`config.mk`:
```
export PLATFORM = sky130hd
export DESIGN_NAME = dram4k_ctl
export DESIGN_NICKNAME = d
export VERILOG_FILES = /design/src/rtl/dram4k_pkg.sv /design/src/rtl/dram4k_ctl.sv
export SDC_FILE = /design/constraint.sdc
export NUM_CORES = 1
export LEC_CHECK = 0
export BUFFER_PORTS_ARGS = -buffer_cell sky130_fd_sc_hd__buf_2
export CAP_MARGIN = 20
export CORE_MARGIN = 1
export CORE_UTILIZATION = 45
export DETAILED_ROUTE_END_ITERATION = 10
export PLACE_DENSITY = 0.81
export SYNTH_ARGS = -nofsm -noshare
export SYNTH_HDL_FRONTEND = slang
export SYNTH_SLANG_ARGS = --single-unit
```
`constraint.sdc`:
```
create_clock -name clk -period 2.6 [get_ports clk]
set_input_delay 0.13 -clock clk [delete_from_list [all_inputs] [get_ports clk]]
set_output_delay 0.13 -clock clk [all_outputs]
set_load 0.02 [all_outputs]
```
`src/rtl/dram4k_pkg.sv`:
```
package dram4k_pkg;

  typedef enum logic [1:0] {
    PH_IDLE  = 2'd0,
    PH_FETCH = 2'd1,
    PH_READ  = 2'd2,
    PH_WRITE = 2'd3
  } phase_t;

endpackage

```
`src/rtl/dram4k_ctl.sv`:
```
module dram4k_ctl
  import dram4k_pkg::*;
#(
  parameter int ADDR_W   = 12,
  parameter int ROW_BITS = 6
) (
  input  logic                clk,
  input  logic                rst,
  input  logic                ce,
  input  logic                cs_n,
  input  logic                we_n,
  input  logic [ADDR_W-1:0]   addr,
  input  logic                row_expired,
  output logic                touch,
  output logic [ROW_BITS-1:0] touch_row,
  output logic [ADDR_W-1:0]   addr_lat,
  output logic                rd_en,
  output logic                wr_en,
  output logic                out_en,
  output logic                stale
);
  phase_t phase_q;
  logic   ce_q;
  logic   cs_lat;
  logic   exp_lat;
  logic   rise;

  assign rise      = ce && !ce_q;
  assign touch     = rise;
  assign touch_row = addr[ROW_BITS-1:0];

  always_ff @(posedge clk) begin
    if (rst) begin
      ce_q     <= 1'b0;
      phase_q  <= PH_IDLE;
      cs_lat   <= 1'b1;
      exp_lat  <= 1'b0;
      addr_lat <= '0;
      out_en   <= 1'b0;
      stale    <= 1'b0;
    end else begin
      ce_q  <= ce;
      stale <= 1'b0;
      if (!ce) begin
        phase_q <= PH_IDLE;
        out_en  <= 1'b0;
      end else begin
        case (phase_q)
          PH_IDLE: begin
            if (rise) begin
              addr_lat <= addr;
              cs_lat   <= cs_n;
              exp_lat  <= row_expired;
              phase_q  <= PH_FETCH;
            end
          end
          PH_FETCH: begin
            if (we_n) begin
              phase_q <= PH_READ;
              out_en  <= !cs_lat;
              stale   <= !cs_lat && exp_lat;
            end else begin
              phase_q <= PH_WRITE;
            end
          end
          default: phase_q <= phase_q;
        endcase
      end
    end
  end

  assign rd_en = ce && !cs_lat && we_n && (phase_q == PH_FETCH);
  assign wr_en = ce && !cs_lat && !we_n && (phase_q != PH_IDLE);

  // captured address holds for the whole access
  p_addr_hold_r3: assert property (@(posedge clk) disable iff (rst)
    (phase_q != PH_IDLE) |=> $stable(addr_lat));

  // output drive ends the clock after ce is sampled low
  p_out_off_r5: assert property (@(posedge clk) disable iff (rst)
    !ce |=> !out_en);

  // output only turns on after a fetch with we_n high
  p_out_after_fetch_r8: assert property (@(posedge clk) disable iff (rst)
    $rose(out_en) |-> $past(rd_en));

  // stale flag is a single pulse
  p_stale_pulse_r11: assert property (@(posedge clk) disable iff (rst)
    stale |=> !stale);

  // stale flag only accompanies driven read data
  p_stale_with_out_r11: assert property (@(posedge clk) disable iff (rst)
    stale |-> out_en);

endmodule

```
Word level (Yosys, flattened, before mapping) --
Cells that the tools add are included.
Storage, ports and cells: input port bits 18, word-level logic and storage cells 33, register bits after elaboration 19, output and inout bits 23
Operators by class: bitwise logic cells 3, reductions and logical operators 18, equal/unequal tests 2, multiplexer cells 3
Operators by type and width (count):
- $logic_and A1 B1 Y1 | 7
- $pmux W2 S2 | 1
- $reduce_and A2 Y1 | 2
- $reduce_bool A2 Y1 | 2
- $reduce_or A4 Y1 | 1
- $logic_not A1 Y1 | 3
- $not A1 Y1 | 3
- $reduce_and A3 Y1 | 1
- $eq A2 B1 Y1 const B | 1
- $logic_not A2 Y1 | 1
- $mux W2 | 1
- $ne A2 B2 Y1 const B | 1
- $reduce_or A2 Y1 | 1
- $mux W1 | 1

Longest topological paths before layout --
word-level depth 4, gate-level depth with buffers 5, depth with buffers taken out 3

Least setup slack after synthesis --
No wires, ideal clock.
path kind register to register, from reg phase_q[0], to reg cs_lat, cell stages (with the launch flop) 6, arrival time 1234 ps, library setup time 118 ps, slack 1248 ps, period minus slack after synthesis 1352 ps, buffers on the path 2, required time 2482 ps, cell sequence dfxtp_1 > or4b_1 > buf_2 > buf_6 > nor3_2 > nor2_1
Between the ends: word-level cells in the longest chain between the ends 2
RTL lines:
- start, declared | line dram4k_ctl.sv:22 | phase_t phase_q;
- start signal, assigned | line dram4k_ctl.sv:66 | default: phase_q <= phase_q;
- $logic_not A2 Y1 | line dram4k_ctl.sv:48 | case (phase_q)
- $reduce_and A3 Y1 (no line)
- end signal, assigned | line dram4k_ctl.sv:52 | cs_lat <= cs_n;
- end, declared | line dram4k_ctl.sv:24 | logic cs_lat;
No other way between the ends. A chain may end at the register's enable or synchronous reset.

Final worst setup path --
from reg phase_q[0], to reg exp_lat
Between the ends: word-level cells in the longest chain between the ends 2
RTL lines:
- $logic_not A2 Y1 | line dram4k_ctl.sv:48
- $reduce_and A3 Y1 (no line)
- end signal, assigned | line dram4k_ctl.sv:53 | exp_lat <= row_expired;
- end, declared | line dram4k_ctl.sv:25 | logic exp_lat;
No other way between the ends.

==> impl_metrics.env <==
export IMPL_outcome="finished clean"
export IMPL_multi_input_area_um2=281.5
export IMPL_layout_worst_path_cycle_share_pct=57.25
export IMPL_drc=0
export IMPL_finalNonFillerCells=139
export IMPL_io_pins=41
export IMPL_p_switching_mw=0.1469
export IMPL_finClkSkew_ps=6.257
export IMPL_cpPeakStageDelay_ps=790
export IMPL_place_inst=135
export IMPL_place_area_um2=897.1
export IMPL_synth_area_leader_cell="dfxtp_1"
export IMPL_synth_compound_area_share_pct=11.34
export IMPL_overflow=0
export IMPL_cp_arrival_ps=1660
export IMPL_grt_most_used_layer="met2"
export IMPL_clock_latency_ps=290
export IMPL_pwr_share_seq_pct=57.5
export IMPL_grt_use_met3_pct=2.586
export IMPL_cts_resized_gates=0
export IMPL_drt_antenna_violating_nets=0
export IMPL_path_clk_slew_ps=100
export IMPL_worst_path_max_fanout=15
export IMPL_wl_per_cell_um=9.914
export IMPL_port_buffers=40
export IMPL_fillers=147
export IMPL_hold_viol_final=0
export IMPL_rows=14
export IMPL_grt_max_degree=17
export IMPL_place_gp_congestion=0.6403
export IMPL_grtUsageTotal_pct=17.20
export IMPL_synth_top_family_by_area="simple AND/OR/NAND/NOR gates"
export IMPL_finalCriticalPeriod_ps=1488
export IMPL_fmax_mhz=671.9
export IMPL_powerDensity_nw_per_um2=592.6
export IMPL_ir_drop_uv=348.4
export IMPL_syn_instance_count=88
export IMPL_intPower_mw=0.4003
export IMPL_crit_chain="or4b_1, nand2_1, a21oi_1"
export IMPL_avgViaCountPerCell=4.935
export IMPL_antennaDiodeCount=0
export IMPL_cp_start_kind="register"
export IMPL_area_growth_pct=24.87
export IMPL_setup_viol=0
export IMPL_synth_xor_area_share_pct=0
export IMPL_start_util_pct=48.52
export IMPL_core_area_um2=1524
export IMPL_synthesis_nets=106
export IMPL_comb_power_share_pct=16.7
export IMPL_syn_area_um2=739.5
export IMPL_rsz0062_at_grt="no"
export IMPL_hp_class="in2reg"
export IMPL_met1_usage_pct=22.22
export IMPL_synthMuxAreaShare_pct=0
export IMPL_maxSlewHeadroom_pct=67.17
export IMPL_tightest_slew_ps=492.5
export IMPL_clkPwrFrac_pct=25.8
export IMPL_final_cell_area_um2=923.4
export IMPL_finalMaxSlewViolations=0
export IMPL_pre_cts_slack_ps=1113
export IMPL_synthDominantCellAreaShare_pct=51.44
export IMPL_post_cts_buffers=0
export IMPL_antenna_found_initial=0
export IMPL_die_area_um2=1809
export IMPL_final_common_cell="buf_2"
export IMPL_crit_required_ps=2770
export IMPL_cts_made_buffers=3
export IMPL_critical_path_class="reg2reg"
export IMPL_synthSimpleGateAreaFrac_pct=26.73
export IMPL_max_clock_path_buffers=2
export IMPL_synth_adder_area_share_pct=0
export IMPL_synth_distinct_cells=19
export IMPL_fin_total_pwr_mw=0.5472
export IMPL_final_cell_mix="buf_2, nand2_1, dfxtp_1"
export IMPL_tns_ps=0
export IMPL_ys_warn_count=0
export IMPL_ff_latch_area_um2=380.4
export IMPL_grt_pass1_vias=603
export IMPL_setup_ws_ps=1112
export IMPL_drv_cap=0
export IMPL_synth_seq_cells=19
export IMPL_drt_total_wl_um=1378
export IMPL_nNetsFinal=142
export IMPL_fp_dieH_um=42.54
export IMPL_cts_hold_buffers=0
export IMPL_critPathTopFamily="simple AND/OR/NAND/NOR gates"
export IMPL_cts_tree="built"
export IMPL_synthTopCellsByArea="dfxtp_1, nand2_1, a21oi_1, buf_4, nor3_1"
export IMPL_fp_dieW_um=42.54
export IMPL_power_leakage_nw=0.4454
export IMPL_use_met2_pct=28.31
export IMPL_p_sw_share_pct=26.85
export IMPL_seq_area_frac_synth_pct=51.44
export IMPL_first_pass_iters=2
export IMPL_final_layout_size_suffix_gt1_share_pct=38.21
export IMPL_cts_sinks=19
export IMPL_grt_first_pass_wirelength_um=2352
export IMPL_root_buffer="clkbuf_4"
export IMPL_critPathSlowestCell="or4b_1"
export IMPL_end_kind="register"
export IMPL_drtIter0Drc=4
export IMPL_worst_r2r_setup_slack_ps=1110
export IMPL_critPathBufInv=0
export IMPL_cts_htree_levels=1
export IMPL_synth_avg_cell_area_um2=8.403
export IMPL_dp_hpwl_um=1043
export IMPL_vias=686
[registers in the layout, indices dropped and copies added (netlist names)]
signal,count
stale,1
addr_lat,12
cs_lat,1
phase_q,2
ce_q,1
exp_lat,1
out_en,1
[power by group through the flow]
stage / logic, mW / clock network [mW] / registers (mW)
after CTS: 0.0927 / 0.149 / 0.315
final: 0.0915 / 0.141 / 0.314
after global routing: 0.103 / 0.161 / 0.316
after detailed placement: 0.0923 / 0 / 0.321
after global placement: 0.0908 / 0 / 0.321
after floorplan: 0.0501 / 0 / 0.334
[through the flow]
stage | hold WS [ps] | util [%]
after floorplan | 199.1 | -
after global placement | 361.7 | 58.87
after detailed placement | 362.3 | 58.87
after CTS | 55.40 | 60.59
after global routing | 61.53 | 60.59
final | 55.63 | 60.59
[worst paths after layout]
path                                   from     endpoint  cells past startpoint
worst max-delay path             phase_q[0]      exp_lat                      3
worst min-delay path                   cs_n       cs_lat                      3
worst max register to register   phase_q[0]      exp_lat                      3
worst min register to register  addr_lat[3]  addr_lat[3]                      2
[final cells by class]
type                            instances  share of cell area (%)
Clock buffer                            4                   2.846
Tap cell                               16                   2.168
Timing Repair Buffer                   41                   22.49
Multi-Input combinational cell         57                   30.49
Sequential cell                        19                   41.19
Inverter                                2                  0.8130
[tightest hold or removal path, cell delays in order]
cell and delay [ps]:
buf_2 90, nor3_2 30, nor2_1 60
[Yosys cell counts, drive strengths merged]
cell     n
a21oi   14
a31o     1
buf      9
clkbuf   1
dfxtp   19
inv      2
nand2   26
nand2b   2
nand3b   1
nor2     4
nor2b    1
nor3     4
nor4b    2
o21ai    1
or4b     1
[cell families after synthesis]
logic type,Yosys count
AND/OR/NAND/NOR,41
flip-flops,19
AO/OA/AOI/OAI,16
buffers and inverters,12
[routing by layer]
metal / share of wire, % / wire length (um)
met2: 49 / 672
met3: 6.6 / 91
met5: 0 / 0
met4: 0.65 / 9
met1: 44 / 605
(Power assumes the default switching activity.)
